--- src/rtl/dma_pkg.sv ---
package dma_pkg;
  localparam int CNT_W  = 22;
  localparam int B_DCTL = 5;
  localparam int B_SCTL = 7;
  localparam int B_RPT  = 9;
  localparam int B_WORD = 10;
  localparam int B_TIM  = 11;
  localparam int B_IRQ  = 14;
  localparam int B_EN   = 15;
  localparam logic [31:0] ADDR_MASK = 32'h0FFF_FFFE;

  typedef enum logic [1:0] {
    ADJ_INC = 2'd0,
    ADJ_DEC = 2'd1,
    ADJ_FIX = 2'd2,
    ADJ_RLD = 2'd3
  } adj_e;

  function automatic logic [31:0] next_addr(logic [31:0] a, logic [1:0] code, logic word);
    logic [31:0] step;
    step = word ? 32'd4 : 32'd2;
    case (adj_e'(code))
      ADJ_DEC: return a - step;
      ADJ_FIX: return a;
      default: return a + step;
    endcase
  endfunction
endpackage

--- src/rtl/dma_pick.sv ---
module dma_pick #(
  parameter int N = 4,
  localparam int IW = (N > 1) ? $clog2(N) : 1
) (
  input  logic [N-1:0]  req,
  output logic          any,
  output logic [IW-1:0] idx
);
  always_comb begin
    idx = '0;
    for (int i = N - 1; i >= 0; i--) begin
      if (req[i]) idx = IW'(i);
    end
  end
  assign any = |req;
endmodule

--- src/rtl/dma_chan.sv ---
module dma_chan
  import dma_pkg::*;
#(
  parameter int CH   = 0,
  parameter bit WIDE = 1'b1
) (
  input  logic             clk,
  input  logic             rst,
  input  logic             wr_src,
  input  logic             wr_dst,
  input  logic             wr_cnt,
  input  logic [31:0]      wdata,
  input  logic             unit_done,
  output logic [15:0]      ctrl,
  output logic [31:0]      prog_src,
  output logic [31:0]      prog_dst,
  output logic [31:0]      work_src,
  output logic [31:0]      work_dst,
  output logic [CNT_W-1:0] prog_cnt,
  output logic [CNT_W-1:0] work_cnt,
  output logic             active,
  output logic             irq
);
  localparam int CF_W = WIDE ? 21 : 16;
  localparam logic [15:0] CMASK = WIDE ? 16'hFFE0 : 16'hF7E0;
  localparam logic [CNT_W-1:0] CMAX = WIDE ? CNT_W'(32'h200000) :
                                      (CH == 3 ? CNT_W'(32'h10000) : CNT_W'(32'h4000));

  logic [1:0]      dly;
  logic [15:0]     ctrl_new;
  logic [CF_W-1:0] cfield;
  logic            rise, last;

  assign ctrl_new = wdata[31:16] & CMASK;
  assign cfield   = wdata[CF_W-1:0];
  assign rise     = wr_cnt && ctrl_new[B_EN] && !ctrl[B_EN];
  assign last     = unit_done && (work_cnt == CNT_W'(1));
  assign active   = ctrl[B_EN] && (work_cnt != '0);

  always_ff @(posedge clk) begin
    if (rst) begin
      ctrl     <= '0;
      prog_src <= '0;
      prog_dst <= '0;
      work_src <= '0;
      work_dst <= '0;
      prog_cnt <= CMAX;
      work_cnt <= '0;
      dly      <= '0;
      irq      <= 1'b0;
    end else begin
      irq <= last && ctrl[B_IRQ];
      if (wr_src) prog_src <= wdata & ADDR_MASK;
      if (wr_dst) prog_dst <= wdata & ADDR_MASK;
      if (dly != 2'd0) dly <= dly - 2'd1;
      if (dly == 2'd1) work_cnt <= prog_cnt;
      if (unit_done && work_cnt != '0) begin
        work_cnt <= work_cnt - CNT_W'(1);
        work_src <= next_addr(work_src, ctrl[B_SCTL +: 2], ctrl[B_WORD]);
        work_dst <= next_addr(work_dst, ctrl[B_DCTL +: 2], ctrl[B_WORD]);
      end
      if (last) begin
        if (!ctrl[B_RPT] || ctrl[B_TIM +: 3] == 3'd0) ctrl[B_EN] <= 1'b0;
        if (adj_e'(ctrl[B_DCTL +: 2]) == ADJ_RLD) work_dst <= prog_dst;
      end
      if (wr_cnt) begin
        ctrl     <= ctrl_new;
        prog_cnt <= (cfield == '0) ? CMAX : CNT_W'(cfield);
        if (rise) begin
          work_src <= prog_src;
          work_dst <= prog_dst;
          work_cnt <= '0;
          dly      <= (ctrl_new[B_TIM +: 3] == 3'd0) ? 2'd2 : 2'd0;
        end
      end
    end
  end
endmodule

--- src/rtl/dma_ctrl_top.sv ---
module dma_ctrl_top
  import dma_pkg::*;
#(
  parameter int NCH  = 4,
  parameter bit WIDE = 1'b1,
  localparam int CW  = $clog2(NCH)
) (
  input  logic          clk,
  input  logic          rst,
  input  logic          reg_wr,
  input  logic [CW-1:0] reg_ch,
  input  logic [1:0]    reg_sel,
  input  logic [31:0]   reg_wdata,
  input  logic [CW-1:0] reg_rd_ch,
  input  logic [2:0]    reg_rd_sel,
  output logic [31:0]   reg_rdata,
  input  logic          ext_hold,
  output logic          xfer_start,
  output logic [CW-1:0] xfer_ch,
  output logic [31:0]   xfer_src,
  output logic [31:0]   xfer_dst,
  output logic          xfer_word,
  input  logic          xfer_done,
  output logic          cpu_hold,
  output logic [NCH-1:0] irq
);
  logic [15:0]      ctrl_a  [NCH];
  logic [31:0]      psrc_a  [NCH];
  logic [31:0]      pdst_a  [NCH];
  logic [31:0]      wsrc_a  [NCH];
  logic [31:0]      wdst_a  [NCH];
  logic [CNT_W-1:0] pcnt_a  [NCH];
  logic [CNT_W-1:0] wcnt_a  [NCH];
  logic [NCH-1:0]   act;
  logic             busy;
  logic             pick_any;
  logic [CW-1:0]    pick_idx;

  for (genvar g = 0; g < NCH; g++) begin : g_ch
    dma_chan #(.CH(g), .WIDE(WIDE)) u_ch (
      .clk      (clk),
      .rst      (rst),
      .wr_src   (reg_wr && reg_ch == CW'(g) && reg_sel == 2'd0),
      .wr_dst   (reg_wr && reg_ch == CW'(g) && reg_sel == 2'd1),
      .wr_cnt   (reg_wr && reg_ch == CW'(g) && reg_sel == 2'd2),
      .wdata    (reg_wdata),
      .unit_done(xfer_done && busy && xfer_ch == CW'(g)),
      .ctrl     (ctrl_a[g]),
      .prog_src (psrc_a[g]),
      .prog_dst (pdst_a[g]),
      .work_src (wsrc_a[g]),
      .work_dst (wdst_a[g]),
      .prog_cnt (pcnt_a[g]),
      .work_cnt (wcnt_a[g]),
      .active   (act[g]),
      .irq      (irq[g])
    );
  end

  dma_pick #(.N(NCH)) u_pick (
    .req(act),
    .any(pick_any),
    .idx(pick_idx)
  );

  always_ff @(posedge clk) begin
    if (rst) begin
      busy       <= 1'b0;
      xfer_start <= 1'b0;
      xfer_ch    <= '0;
      xfer_src   <= '0;
      xfer_dst   <= '0;
      xfer_word  <= 1'b0;
      cpu_hold   <= 1'b0;
    end else begin
      xfer_start <= 1'b0;
      cpu_hold   <= pick_any || busy;
      if (busy) begin
        if (xfer_done) busy <= 1'b0;
      end else if (pick_any && !ext_hold) begin
        busy       <= 1'b1;
        xfer_start <= 1'b1;
        xfer_ch    <= pick_idx;
        xfer_src   <= wsrc_a[pick_idx];
        xfer_dst   <= wdst_a[pick_idx];
        xfer_word  <= ctrl_a[pick_idx][B_WORD];
      end
    end
  end

  always_ff @(posedge clk) begin
    if (rst) begin
      reg_rdata <= '0;
    end else begin
      case (reg_rd_sel)
        3'd0:    reg_rdata <= psrc_a[reg_rd_ch];
        3'd1:    reg_rdata <= pdst_a[reg_rd_ch];
        3'd2:    reg_rdata <= {ctrl_a[reg_rd_ch], 16'h0000};
        3'd3:    reg_rdata <= 32'(pcnt_a[reg_rd_ch]);
        3'd4:    reg_rdata <= wsrc_a[reg_rd_ch];
        3'd5:    reg_rdata <= wdst_a[reg_rd_ch];
        3'd6:    reg_rdata <= 32'(wcnt_a[reg_rd_ch]);
        default: reg_rdata <= '0;
      endcase
    end
  end
endmodule

--- config.mk ---
export PLATFORM = sky130hd
export DESIGN_NAME = dma_ctrl_top
export DESIGN_NICKNAME = d
export VERILOG_FILES = /design/src/rtl/dma_pkg.sv /design/src/rtl/dma_pick.sv /design/src/rtl/dma_chan.sv /design/src/rtl/dma_ctrl_top.sv
export SDC_FILE = /design/constraint.sdc
export NUM_CORES = 2
export LEC_CHECK = 0
export BUFFER_PORTS_ARGS = -buffer_cell sky130_fd_sc_hd__buf_2
export CAP_MARGIN = 20
export CORE_MARGIN = 2
export CORE_UTILIZATION = 25
export CTS_CLUSTER_DIAMETER = 30
export DETAILED_ROUTE_END_ITERATION = 6
export PLACE_DENSITY = 0.39
export SLEW_MARGIN = 20
export SYNTH_ARGS = -nofsm -noshare
export SYNTH_HDL_FRONTEND = slang
export SYNTH_SLANG_ARGS = --single-unit
--- constraint.sdc ---
create_clock -name clk -period 7.7 [get_ports clk]
set_input_delay 0.385 -clock clk [delete_from_list [all_inputs] [get_ports clk]]
set_output_delay 0.385 -clock clk [all_outputs]
set_load 0.02 [all_outputs]
## Yosys cells after proc, flatten, opt, wreduce, memory -nomap -nowiden

Cells that the tools add are included.

- Muxes and demuxes: 124
- Equality and inequality tests: 42
- Order comparisons: 2
- Reduce and logical (&&, ||, !) cells: 93
- $add $sub $neg: 24
- Bitwise operators: 3

Operators with widths:

| cell | count |
|---|---|
| $mux W32 | 44 |
| $pmux W32 S2 | 8 |
| $mux W22 | 21 |
| $bmux W32 S2 | 6 |
| $add A32 B32 Y32 | 8 |
| $sub A32 B32 Y32 | 8 |
| $pmux W32 S7 | 1 |
| $mux W16 | 6 |
| $bmux W22 S2 | 2 |
| $eq A22 B1 Y1 const B | 4 |
| $reduce_bool A22 Y1 | 4 |
| $sub A22 B1 Y22 const B | 4 |
| $bmux W16 S2 | 2 |
| $logic_and A1 B1 Y1 | 46 |
| $eq A2 B2 Y1 const B | 17 |
| $mux W2 | 17 |
| $eq A2 B1 Y1 const B | 15 |
| $reduce_bool A2 Y1 | 12 |
| $mux W11 | 2 |
| $logic_not A21 Y1 | 1 |
| $logic_not A3 Y1 | 6 |
| $mux W3 | 4 |
| $mux W1 | 11 |
| $reduce_and A2 Y1 | 5 |
| other kinds (12) | 34 |

- Register bits: 806
- Output and inout bits: 105

## Logic depth before layout (Yosys ltp)

- Word-level depth: 10
- Gate-level depth with buffers: 18
- Depth with buffers taken out: 14

## Modules after synthesis

Synthesis repeated with hierarchy kept, for this count alone.

- Cell total of the unflattened synthesis: 5958
- Area, all modules: 50638.6 µm²

Modules (own cells, without submodules):

| module | area each (µm²) | sequential area each (µm²) | cells each | instances |
|---|---|---|---|---|
| dma_chan at g_ch[0].u_ch ... | 9968.3 | 3503.4 | 1216 | 2 |
| dma_ctrl_top | 10580.1 | 2042.0 | 1051 | 1 |
| dma_chan at g_ch[2].u_ch | 10214.8 | 3503.4 | 1264 | 1 |
| dma_chan at g_ch[3].u_ch | 9872.0 | 3503.4 | 1204 | 1 |
| dma_pick | 35.0 | 0.0 | 7 | 1 |

## Worst setup path before layout

No wires, ideal clock.

- Path kind: flip-flop to flip-flop
- From: register g_ch[2].u_ch.ctrl[7]
- To: register g_ch[2].u_ch.work_src[31]
- Slack: 3450 ps
- Buffers on the path: 1
- Arrival: 4180 ps
- Period minus slack after synthesis: 4250 ps
- Stages on the path, launching flop included: 14
- Path through: dfxtp_1 clkbuf_1 nor2b_1 ha_1 a21o_1 o21bai_1 a2111oi_0 o21ai_0 a21oi_1 o21ai_0 nand4_1 mux2_2 or3_1 a21oi_1

- Cells in the longest elaborated chain, start to end: 5
- Elaborated cells on any way between the ends: 6

Ends and longest elaborated chain:

| what | line | text |
|---|---|---|
| start: declaration | dma_chan.sv:14 | `output logic [15:0] ctrl,` |
| start signal: assignment | dma_chan.sv:67 | `ctrl <= ctrl_new;` |
| $eq A2 B2 Y1 / $eq A2 B1 Y1 (equally long branches) | dma_pkg.sv:22 | `case (adj_e'(code))` |
| $pmux W32 S2 (*) | dma_pkg.sv:22 |  |
| $mux W32 (*) | dma_chan.sv:57 | `if (unit_done && work_cnt != '0) begin` |
| $mux W32 | dma_chan.sv:69 | `if (rise) begin` |
| $mux W32 (*) | dma_chan.sv:66 | `if (wr_cnt) begin` |
| end signal: assignment | dma_chan.sv:59 | `work_src <= next_addr(work_src, ctrl[B_SCTL +: 2], ctrl[B_WORD]);` |
| end signal: assignment | dma_chan.sv:70 | `work_src <= prog_src;` |
| end: declaration | dma_chan.sv:17 | `output logic [31:0] work_src,` |

Every way passes the cells marked *; elsewhere a longest branch is shown, timed or not.
A chain may end at the register's enable or synchronous reset.

## Worst setup path after layout

Same ends and word-level chain as after synthesis.

==> results.toml <==
[run_status]
status = "finished, violations left"
violations = "design-rule violations"

[floorplan]
start_util_pct = 25.14
rows = 162
io-pin-count = 151
die_area_sq_um = 199700
die_h_microns = 446.8
die_x_microns = 446.8
coreArea_sq_um = 195000

[worst_setup_path]
critPathBufInv = 1
critPathKind = "reg -> reg"
cp.arrival_ns = 5.68
cpPeakStageDelay_ns = 0.62
path_max_fanout = 19
crit_cells = 14
r2r_cells = 14
start_kind = "register"
cp.required_ns = 8.50
path_cells = "nor2b_2 -> buf_4 -> and2_1 -> ha_1 -> o21ai_0 -> a211oi_1 -> nor4_1 -> o21bai_1 -> a21oi_1 -> o21ai_0 -> nand4_1 -> mux2_2 -> or3_1 -> a21oi_1"
cpMaxStageDelayCell = "nor2b_2"
endpoint_kind = "register"
path_delay_family = "simple AND/OR/NAND/NOR gates"
reg2reg_setup_slack_ns = 2.83

[drt]
routed_wl_microns = 267000
drt_iter0_drc = 5468
drcViolationCount = 7
avgViaCountPerCell = 5.511
firstDrtPassIters = 7
drt-wirelength-per-cell_microns = 29.44
vias = 49980
antenna_left = 0

[finish]
instances_no_fill = 9069
drive_gt1_share_pct = 16.16
syn2layout_area_growth_pct = 26.51
stdcell_area_sq_um = 62020
fin_nets = 6425
fill_cells = 20750

[logic_synthesis]
synth_top_cells_by_count = "1,231 x nand2_1, 801 x dfxtp_1, 692 x a21oi_1"
netlist_area_sq_um = 49020
synth-edff-count = 0
synth_area_leaders = "dfxtp_1 33%, mux4_2 11%, nand2_1 9.4%"
synth_largest_area_cell = "dfxtp_1"
synth_top_area_share_pct = 32.71
netlist_instances = 6144
synth.distinct_cells = 91
syn_area_per_cell_sq_um = 7.979
synth_most_common_cell = "nand2_1"
synth_fp_nets = 6338
synth_async_sr_flop_share_pct = 0
synth_warnings = 0
ys_seq_area_share_pct = 32.71
synth_seq_cells = 801
synth_ff_type = "dfxtp_1"

[sta]
fin_worst_skew_ns = 0.07255
hold_viol = 0
slew_headroom_pct = 22.26
rsz0062_at_grt = "no"
min_period_over_period_pct = 63.31
final.min_clock_period_ns = 4.875
hold_slack_ns = 0.06223
tightest_slew_ns = 1.166
setup_viol = 0
slew_violations = 0
fmax_mhz = 205.1
tns_ns = 0

[clocking]
post_cts_buffers = 0
cts_resized = 0
cts_htree_levels = 5
tritoncts = "built"
hold_buffers = 25
path_clk_slew_ns = 0.04
clockRootBuffer = "clkbuf_16"
clock-sinks = 801
cts_buffers = 292
worstSkewPairLatency_ns = 0.93
cts-root-to-sink-buffers = 4

[placement]
place.port_buffers = 149
place_area_sq_um = 52310
routabilityCongestion = 0.9478
place_inst = 8536
hpwl_microns = 191400

[pwr]
power.density_nw_per_um2 = 262.0
p_leak_nw = 22.85
vdd_drop_max_mv = 0.2428

[global_route]
grt_pass1_vias = 47100
grt_overflow_total = 0
grt_max_degree = 161
grt_usage_pct = 26.03
grt_pass1_wl_microns = 371700
antenna_found_initial = 25

[worst_hold_path]
holdPathStages = 3
hold_path_class = "in -> reg"

[flow_run]
drv_cap = 0
==> layout make-up <==
| class | instances | area (sq um) | area share (%) |
|---|---|---|---|
| diodes | 8 | 20.02 | 0.03228 |
| clock buffers | 421 | 8568 | 13.81 |
| clock inverters | 79 | 874.6 | 1.410 |
| inverters | 75 | 281.5 | 0.4539 |
| multi-input cells | 4773 | 31040 | 50.05 |
| flip-flops and latches | 801 | 16040 | 25.85 |
| well taps | 2624 | 3283 | 5.294 |
| repair buffers | 288 | 1919 | 3.095 |
==> worst reg2reg max path: cells and delay by family, from the launching register on <==
family          cells  cell delay, ns
flops               1            0.51
fa+ha+maj           1            0.24
compound gates      6            1.52
buf+inv             1            0.39
simple gates        5            1.76
mux                 1            0.35
==> flip-flops by register name, indices dropped and copies added (netlist names), 2 cells and up <==
| signal | cells |
|---|---|
| g_ch.u_ch.dly | 8 |
| g_ch.u_ch.irq | 4 |
| g_ch.u_ch.work_cnt | 88 |
| reg_rdata | 32 |
| g_ch.u_ch.prog_cnt | 88 |
| g_ch.u_ch.prog_src | 108 |
| g_ch.u_ch.work_dst | 128 |
| xfer_ch | 2 |
| g_ch.u_ch.ctrl | 44 |
| g_ch.u_ch.prog_dst | 108 |
| g_ch.u_ch.work_src | 124 |
| xfer_dst | 32 |
| xfer_src | 31 |
==> logic make-up (layout without fill, tap and decap cells) <==
kind of cell / count (synthesis) / in the layout / synth area share (%)
AOI/OAI and AO/OA: 1649 / 1649 / 20.96
xor gates and xnor gates: 200 / 200 / 3.573
adders and majority gates: 148 / 148 / 3.777
buffers and inverters: 570 / 863 / 4.566
DFF: 801 / 801 / 32.71
muxes: 281 / 281 / 11.80
other: 1 / 9 / 0.007649
and+or+nand+nor: 2494 / 2494 / 22.61
==> where the power goes <==
group,internal (mW),total [mW],switching (mW)
clock network,8.11,11.3,3.21
logic,0.178,0.652,0.474
registers,4.21,4.27,0.0669
==> worst paths after layout <==
check | startpoint | to
max | g_ch[2].u_ch.ctrl[7] | g_ch[2].u_ch.work_src[31]
min | reg_wdata[5] | g_ch[2].u_ch.prog_dst[5]
max reg2reg | g_ch[2].u_ch.ctrl[7] | g_ch[2].u_ch.work_src[31]
min reg2reg | g_ch[2].u_ch.dly[0] | g_ch[2].u_ch.dly[0]
==> per-stage QoR <==
step                      util, %  power (mW)  setup WS [ns]
final                       31.81       16.25          2.825
after global placement      26.82       4.974          2.920
after CTS                   31.80       16.37          2.865
after detailed placement    26.83       4.974          2.940
after global routing        31.81       16.68          2.422
after floorplan                 -       4.661          3.450
==> placed cells by master (no fill, tap or decap), types with 57 or more instances in the layout <==
cell type	count
nor4_1	59
a211oi_1	141
nand3_1	125
a22oi_1	69
ha_1	148
inv_1	74
o21ai_0	252
xor2_1	74
buf_2	146
nor2_1	517
clkbuf_8	67
nand2_1	1225
nor3_1	147
dfxtp_1	801
clkbuf_1	57
buf_4	111
a21oi_1	691
a31oi_1	88
mux4_2	236
clkbuf_16	297
a21o_1	74
a311oi_1	77
xnor2_1	126
==> metal layers <==
layer / wire [microns] / GRT usage [%]
met5: 0 / 0
met4: 16150 / 14.46
met3: 18250 / 4.598
met2: 121800 / 41.39
met1: 110800 / 33.28
No activity file was read; power rests on OpenSTA's default activity.
